$ cat config.mk
export PLATFORM = sky130hd
export DESIGN_NAME = freq_change_seq
export DESIGN_NICKNAME = d
export VERILOG_FILES = /design/src/rtl/fcs_pkg.sv /design/src/rtl/fcs_rst_sync.sv /design/src/rtl/fcs_timer.sv /design/src/rtl/fcs_req_detect.sv /design/src/rtl/freq_change_seq.sv
export SDC_FILE = /design/constraint.sdc
export NUM_CORES = 1
export LEC_CHECK = 0
export BUFFER_PORTS_ARGS = -buffer_cell sky130_fd_sc_hd__clkbuf_2
export CORE_ASPECT_RATIO = 0.75
export CORE_MARGIN = 5
export CORE_UTILIZATION = 40
export DETAILED_ROUTE_END_ITERATION = 8
export SYNTH_ARGS = -nofsm -noshare
export SYNTH_HDL_FRONTEND = slang
export SYNTH_SLANG_ARGS = --single-unit
$ cat constraint.sdc
create_clock -name clk_i -period 6.79 [get_ports clk_i]
set_input_delay 1.358 -clock clk_i [delete_from_list [all_inputs] [get_ports clk_i]]
set_output_delay 1.358 -clock clk_i [all_outputs]
set_load 0.01 [all_outputs]
$ cat src/rtl/fcs_pkg.sv
package fcs_pkg;

  typedef enum logic [2:0] {
    ST_IDLE,
    ST_FRZ,
    ST_ACHG,
    ST_ABYP,
    ST_DBYP,
    ST_DCHG,
    ST_SETL
  } seq_state_e;

  typedef enum logic [1:0] {
    FRQ_FULL = 2'd0,
    FRQ_HALF = 2'd1,
    FRQ_SLOW = 2'd2
  } freq_e;

  localparam int REQ_W = 8;
  localparam logic [REQ_W-1:0] REQ_FULL  = 8'h01;
  localparam logic [REQ_W-1:0] REQ_HALF  = 8'h02;
  localparam logic [REQ_W-1:0] REQ_SLOW  = 8'h20;
  localparam logic [REQ_W-1:0] REQ_VALID = REQ_FULL | REQ_HALF | REQ_SLOW;

  function automatic int max2(int a, int b);
    return (a > b) ? a : b;
  endfunction

endpackage

$ cat src/rtl/fcs_rst_sync.sv
module fcs_rst_sync #(
  parameter int STAGES = 2
) (
  input  logic clk_i,
  input  logic rst_ni,
  output logic rst_no
);

  logic [STAGES-1:0] sync_q;
  logic [STAGES-1:0] sync_d;

  always_comb begin
    sync_d = {sync_q[STAGES-2:0], 1'b1};
  end

  always_ff @(posedge clk_i or negedge rst_ni) begin
    if (!rst_ni) sync_q <= '0;
    else         sync_q <= sync_d;
  end

  assign rst_no = sync_q[STAGES-1];

endmodule

$ cat src/rtl/fcs_timer.sv
module fcs_timer #(
  parameter int W = 8
) (
  input  logic         clk_i,
  input  logic         rst_ni,
  input  logic         load_i,
  input  logic [W-1:0] val_i,
  output logic         active_o,
  output logic         expire_o
);

  logic [W-1:0] cnt_q, cnt_d;
  logic         act_q, act_d;

  always_comb begin
    cnt_d = cnt_q;
    act_d = act_q;
    if (load_i) begin
      cnt_d = val_i;
      act_d = 1'b1;
    end else if (act_q) begin
      if (cnt_q == '0) act_d = 1'b0;
      else             cnt_d = cnt_q - W'(1);
    end
  end

  always_ff @(posedge clk_i or negedge rst_ni) begin
    if (!rst_ni) begin
      cnt_q <= '0;
      act_q <= 1'b0;
    end else begin
      cnt_q <= cnt_d;
      act_q <= act_d;
    end
  end

  assign active_o = act_q;
  assign expire_o = act_q && (cnt_q == '0);

endmodule

$ cat src/rtl/fcs_req_detect.sv
module fcs_req_detect
  import fcs_pkg::*;
(
  input  logic             clk_i,
  input  logic             rst_ni,
  input  logic [REQ_W-1:0] code_i,
  input  logic             armed_i,
  output logic             start_o,
  output freq_e            tgt_o
);

  logic [REQ_W-1:0] prev_q;
  logic [REQ_W-1:0] live;
  logic [REQ_W-1:0] rise;
  logic             single;

  function automatic logic is_single(logic [REQ_W-1:0] v);
    int n;
    n = 0;
    for (int i = 0; i < REQ_W; i++) n += int'(v[i]);
    return (n == 1);
  endfunction

  assign live    = code_i & REQ_VALID;
  assign rise    = live & ~prev_q;
  assign single  = is_single(live);
  assign start_o = armed_i && single && (rise != '0);

  always_comb begin
    tgt_o = FRQ_FULL;
    if (live == REQ_HALF)      tgt_o = FRQ_HALF;
    else if (live == REQ_SLOW) tgt_o = FRQ_SLOW;
  end

  always_ff @(posedge clk_i or negedge rst_ni) begin
    if (!rst_ni) prev_q <= '0;
    else         prev_q <= live;
  end

  AST_NO_BACK_TO_BACK: assert property (@(posedge clk_i) disable iff (!rst_ni)
    start_o |=> !start_o);

endmodule

$ cat src/rtl/freq_change_seq.sv
module freq_change_seq
  import fcs_pkg::*;
#(
  parameter int ACT_W  = 8,
  parameter int ABT_W  = 16,
  parameter int DABT_W = 8,
  parameter int DACT_W = 8,
  parameter int PST_W  = 32,
  parameter int FSL_W  = 32,
  parameter int CHG_N  = 3
) (
  input  logic              clk_i,
  input  logic              rst_ni,
  input  logic [REQ_W-1:0]  req_code_i,
  input  logic [ACT_W-1:0]  t_chg_on_i,
  input  logic [ABT_W-1:0]  t_byp_on_i,
  input  logic [DABT_W-1:0] t_byp_off_i,
  input  logic [DACT_W-1:0] t_chg_off_i,
  input  logic [PST_W-1:0]  t_settle_i,
  input  logic [FSL_W-1:0]  t_latency_i,
  input  logic              freeze_ack_i,
  output logic              freeze_n_o,
  output logic [CHG_N-1:0]  chg_n_o,
  output logic              pll_byp_o,
  output logic [1:0]        freq_now_o,
  output logic              busy_o
);

  localparam int MAIN_W = max2(max2(max2(ACT_W, ABT_W), max2(DABT_W, DACT_W)), PST_W);

  logic              rst_n;
  seq_state_e        st_q, st_d;
  freq_e             tgt_q, tgt_d, req_tgt;
  freq_e             freq_q, freq_d;
  logic              start, armed, tgt_en;
  logic              ld, main_act, main_exp;
  logic [MAIN_W-1:0] ld_val;
  logic              lat_ld, lat_act, lat_exp;
  logic              chg_act;

  fcs_rst_sync #(.STAGES(2)) i_rst_sync (
    .clk_i  (clk_i),
    .rst_ni (rst_ni),
    .rst_no (rst_n)
  );

  assign armed = (st_q == ST_IDLE) && !lat_act;

  fcs_req_detect i_req_detect (
    .clk_i   (clk_i),
    .rst_ni  (rst_n),
    .code_i  (req_code_i),
    .armed_i (armed),
    .start_o (start),
    .tgt_o   (req_tgt)
  );

  fcs_timer #(.W(MAIN_W)) i_step_timer (
    .clk_i    (clk_i),
    .rst_ni   (rst_n),
    .load_i   (ld),
    .val_i    (ld_val),
    .active_o (main_act),
    .expire_o (main_exp)
  );

  fcs_timer #(.W(FSL_W)) i_lat_timer (
    .clk_i    (clk_i),
    .rst_ni   (rst_n),
    .load_i   (lat_ld),
    .val_i    (t_latency_i),
    .active_o (lat_act),
    .expire_o (lat_exp)
  );

  // step sequencing
  always_comb begin
    st_d   = st_q;
    ld     = 1'b0;
    ld_val = '0;
    lat_ld = 1'b0;
    tgt_en = 1'b0;
    unique case (st_q)
      ST_IDLE: if (start) begin
        st_d   = ST_FRZ;
        tgt_en = 1'b1;
      end
      ST_FRZ: if (freeze_ack_i) begin
        st_d   = ST_ACHG;
        ld     = 1'b1;
        ld_val = MAIN_W'(t_chg_on_i);
      end
      ST_ACHG: if (main_exp) begin
        st_d   = ST_ABYP;
        ld     = 1'b1;
        ld_val = MAIN_W'(t_byp_on_i);
      end
      ST_ABYP: if (main_exp) begin
        st_d   = ST_DBYP;
        ld     = 1'b1;
        ld_val = MAIN_W'(t_byp_off_i);
      end
      ST_DBYP: if (main_exp) begin
        st_d   = ST_DCHG;
        ld     = 1'b1;
        ld_val = MAIN_W'(t_chg_off_i);
      end
      ST_DCHG: if (main_exp) begin
        st_d   = ST_SETL;
        ld     = 1'b1;
        ld_val = MAIN_W'(t_settle_i);
        lat_ld = 1'b1;
      end
      ST_SETL: if (main_exp) st_d = ST_IDLE;
      default: st_d = ST_IDLE;
    endcase
  end

  always_comb begin
    tgt_d  = tgt_en  ? req_tgt : tgt_q;
    freq_d = lat_exp ? tgt_q   : freq_q;
  end

  always_ff @(posedge clk_i or negedge rst_n) begin
    if (!rst_n) begin
      st_q   <= ST_IDLE;
      tgt_q  <= FRQ_FULL;
      freq_q <= FRQ_FULL;
    end else begin
      st_q   <= st_d;
      tgt_q  <= tgt_d;
      freq_q <= freq_d;
    end
  end

  assign chg_act    = (st_q == ST_ABYP) || (st_q == ST_DBYP) || (st_q == ST_DCHG);
  assign freeze_n_o = (st_q == ST_IDLE);
  assign chg_n_o    = {CHG_N{~chg_act}};
  assign pll_byp_o  = (st_q == ST_DBYP);
  assign freq_now_o = freq_q;
  assign busy_o     = (st_q != ST_IDLE) || lat_act;

  AST_FRZ_WAITS_ACK: assert property (@(posedge clk_i) disable iff (!rst_n)
    (st_q == ST_FRZ && !freeze_ack_i) |=> (st_q == ST_FRZ));
  AST_CHG_IN_FREEZE: assert property (@(posedge clk_i) disable iff (!rst_n)
    (chg_n_o != {CHG_N{1'b1}}) |-> !freeze_n_o);
  AST_BYP_IN_CHG: assert property (@(posedge clk_i) disable iff (!rst_n)
    pll_byp_o |-> (chg_n_o == '0));
  AST_CHG_LINES_EQUAL: assert property (@(posedge clk_i) disable iff (!rst_n)
    (chg_n_o == '0) || (chg_n_o == {CHG_N{1'b1}}));
  AST_FREEZE_BUSY: assert property (@(posedge clk_i) disable iff (!rst_n)
    !freeze_n_o |-> busy_o);
  AST_FREQ_STEADY: assert property (@(posedge clk_i) disable iff (!rst_n)
    (chg_n_o == '0) |-> $stable(freq_now_o));
  AST_STEP_TIMED: assert property (@(posedge clk_i) disable iff (!rst_n)
    (st_q inside {ST_ACHG, ST_ABYP, ST_DBYP, ST_DCHG, ST_SETL}) |-> main_act);

endmodule

==> flow_summary.yaml <==
power_and_ir_drop:
  power_w: 0.00237
  cellLeakagePower_nw: 2.76
  p_per_area_nw_per_um2: 376
  worst_ir_drop_vdd_v: 0.000184
logic_synthesis:
  ys_ff_latch: 78
  yosys.area.top_type: "dfrtp_1"
  synthTopCellsByArea: "dfrtp_1, nor2_1, a21oi_1"
  yosys_warnings: 0
  ys_async_sr_fraction: 1.00
  synth_ff_type: "dfrtp_1"
  synth.cell_area_um2: 5280
  synthTopCellsByCount: "dfrtp_1, nor2_1, a21oi_1, nand2_1, clkbuf_1"
  synth_top_cell_area_share: 0.370
  ys_seq_area_frac: 0.370
  netlist_instances: 635
  yosys.cell_count.top_type: "dfrtp_1"
  ys_types: 70
  syn_area_per_cell_um2: 8.32
  synth_edf_count: 0
  synthesis.nets: 762
detailed_routing:
  drc_errors: 0
  wirelength_mm: 15.3
  vias: 5187
  first_pass_iters: 5
  wl_per_cell_um: 16.9
  vias_per_cell: 5.73
  drt-initial-drc-count: 355
  ant_nets: 0
placement:
  post-dp-hpwl_mm: 11.2
  numPortBuffers: 117
  place_worst_setup_slack_ps: 2960
  gp_congestion: 0.863
  dp.cells: 889
critical_path:
  worstPathArrival_ps: 4060
  worstSetupPathType: "flip-flop to flip-flop"
  r2r_end: "i_step_timer.cnt_q[6]"
  cp_max_fo: 14
  reg2reg_from: "i_step_timer.cnt_q[8]"
  r2r_setup_slack_ps: 2940
  reg2regPathDepth: 6
  required_ps: 7000
  end_kind: "flip-flop"
  cp-start-kind: "flip-flop"
grt:
  antenna_found_initial: 0
  grt_pass1_wl_mm: 24.9
  grt_start_max_net_pins: 77
  track_usage: 0.198
  grt_overflow_total: 0
  first_global_vias: 4992
cells_and_area:
  num-nets-final: 856
  syn_to_final_growth_pct: 19.5
  antenna_cells: 0
  fillers: 1316
  final_cell_count_no_fill: 905
  drive_above_1_share: 0.217
die:
  io_pins: 123
  fp.dieH_um: 110
  core-area_um2: 13000
  die_x_um: 143
  row_count: 36
  start_util: 0.407
  die_area_um2: 15600
timing:
  fmax_mhz: 260
  worst_slack_ps: 2940
  rsz0062_at_grt: "no"
  max-slew-margin-rel: 0.214
  setup_viol: 0
  hold_slack_ps: 356
  fin_setup_tns_ps: 0
  final.period_utilization: 0.567
  fin_skew_ps: 4.67
  worst_slew_pin_slew_ps: 1170
  layout_min_cycle_time_ps: 3850
  slew_violations: 0
  hold_viol: 0
run:
  drv_cap: 0
clock_tree:
  clockBufferDepth: 2
  ctsHoldBuffers: 0
  path_clk_slew_ps: 60
  cts-buffers-inserted: 9
  ctsResizeCount: 0
  insertion_delay_ps: 330
  clkSinkCount: 78
  cts_root_buf: "clkbuf_16"
  cts_tree: "yes"
  htreeDepth: 3
  cts_setup_buffers: 0
hold_path:
  min_to: "i_rst_sync.sync_q[1]"
  hold_class: "flip-flop to flip-flop"
  min-delay-start: "i_rst_sync.sync_q[0]"
  min_path_cells: 0
run_status:
  status: "completed"
[layout by cell type, fill, tap and decap left out, types with 3 or more instances in the layout]
cell type,n
clkbuf_2,117
dfrtp_1,77
nor2_1,72
nand2_1,50
a21oi_1,50
o21ai_0,32
nor3_1,27
a22oi_1,26
nand3_1,24
nor4_1,23
inv_1,20
xor2_1,20
xnor2_1,14
or3_1,11
a22o_1,11
ha_1,11
clkbuf_16,9
nand4_1,8
buf_4,8
or4_1,7
o2bb2ai_1,7
a31oi_1,6
nand2b_1,6
nor2b_1,5
nand4b_1,5
nand3b_1,5
a21o_1,5
o22ai_1,4
a32oi_1,4
nor4b_1,3
and4_1,3
o31ai_1,3
o221ai_1,3
and2_1,3
mux2_2,3
bufinv_16,3
[sequential cells by signal (all words and copies together) (netlist names)]
| signal | cells |
|---|---|
| i_step_timer.cnt_q | 32 |
| st_q | 3 |
| i_rst_sync.sync_q | 2 |
| i_lat_timer.cnt_q | 32 |
| tgt_q | 2 |
| i_req_detect.prev_q | 3 |
| i_lat_timer.active_o | 1 |
| freq_now_o | 2 |
| i_step_timer.active_o | 1 |
[worst max-delay path: stages, from the launching register on]
cell,delay (ps)
dfrtp_1,470
or4_1,630
nor4b_1,680
nand3_1,430
o31ai_2,1060
o2bb2ai_1,200
a211o_1,260
[where the power goes]
group          internal [W]  switching, W
Sequential         0.000588      0.000177
Combinational      0.000396      0.000656
Clock              0.000361      0.000193
Total               0.00135       0.00103
[final cells by class]
| type | count | area (µm²) | area share |
|---|---|---|---|
| multi-input combinational | 495 | 3090 | 0.489 |
| inverter | 20 | 75.1 | 0.0119 |
| sequential | 78 | 1950 | 0.309 |
| clock inverter | 5 | 106 | 0.0168 |
| timing repair buffer | 125 | 646 | 0.102 |
| clock buffer | 11 | 233 | 0.0369 |
| tap | 171 | 214 | 0.0339 |
[kinds of logic (layout without fill, tap and decap cells)]
kind of cell	count (synthesis)	after routing	share of synthesized area
XOR/XNOR	34	34	0.0564
other	1	1	0.000710
AND/OR/NAND/NOR	267	267	0.263
flip-flops	78	78	0.370
multiplexers	5	5	0.0102
AO/OA/AOI/OAI	176	176	0.222
buffers and inverters	62	161	0.0483
adder cells (fa/ha/maj)	12	12	0.0299
[how the worst max path moves through the flow]
stage,cells after the start,from,end
global route,6,i_step_timer.cnt_q[8],i_step_timer.cnt_q[23]
global placement,6,i_step_timer.cnt_q[8],i_step_timer.cnt_q[6]
detailed placement,6,i_step_timer.cnt_q[8],i_step_timer.cnt_q[26]
CTS,6,i_step_timer.cnt_q[8],i_step_timer.cnt_q[6]
floorplan,9,freeze_ack_i,i_step_timer.cnt_q[23]
finish,6,i_step_timer.cnt_q[8],i_step_timer.cnt_q[6]
[layer usage]
layer	wire length, µm	track usage	vias to the layer above
met5	0	0	-
met4	221	0.0448	0
met3	1150	0.0435	17
met2	6410	0.286	198
met1	7520	0.301	2450
li1	-	-	2522
[per-stage QoR]
stage                      util  cell area, µm²
final                     0.487            6310
after global routing      0.487            6310
after detailed placement  0.460            5970
after CTS                 0.487            6310
after global placement    0.460            5970
after floorplan               -            5280
No activity file was read; power rests on OpenSTA's default activity.
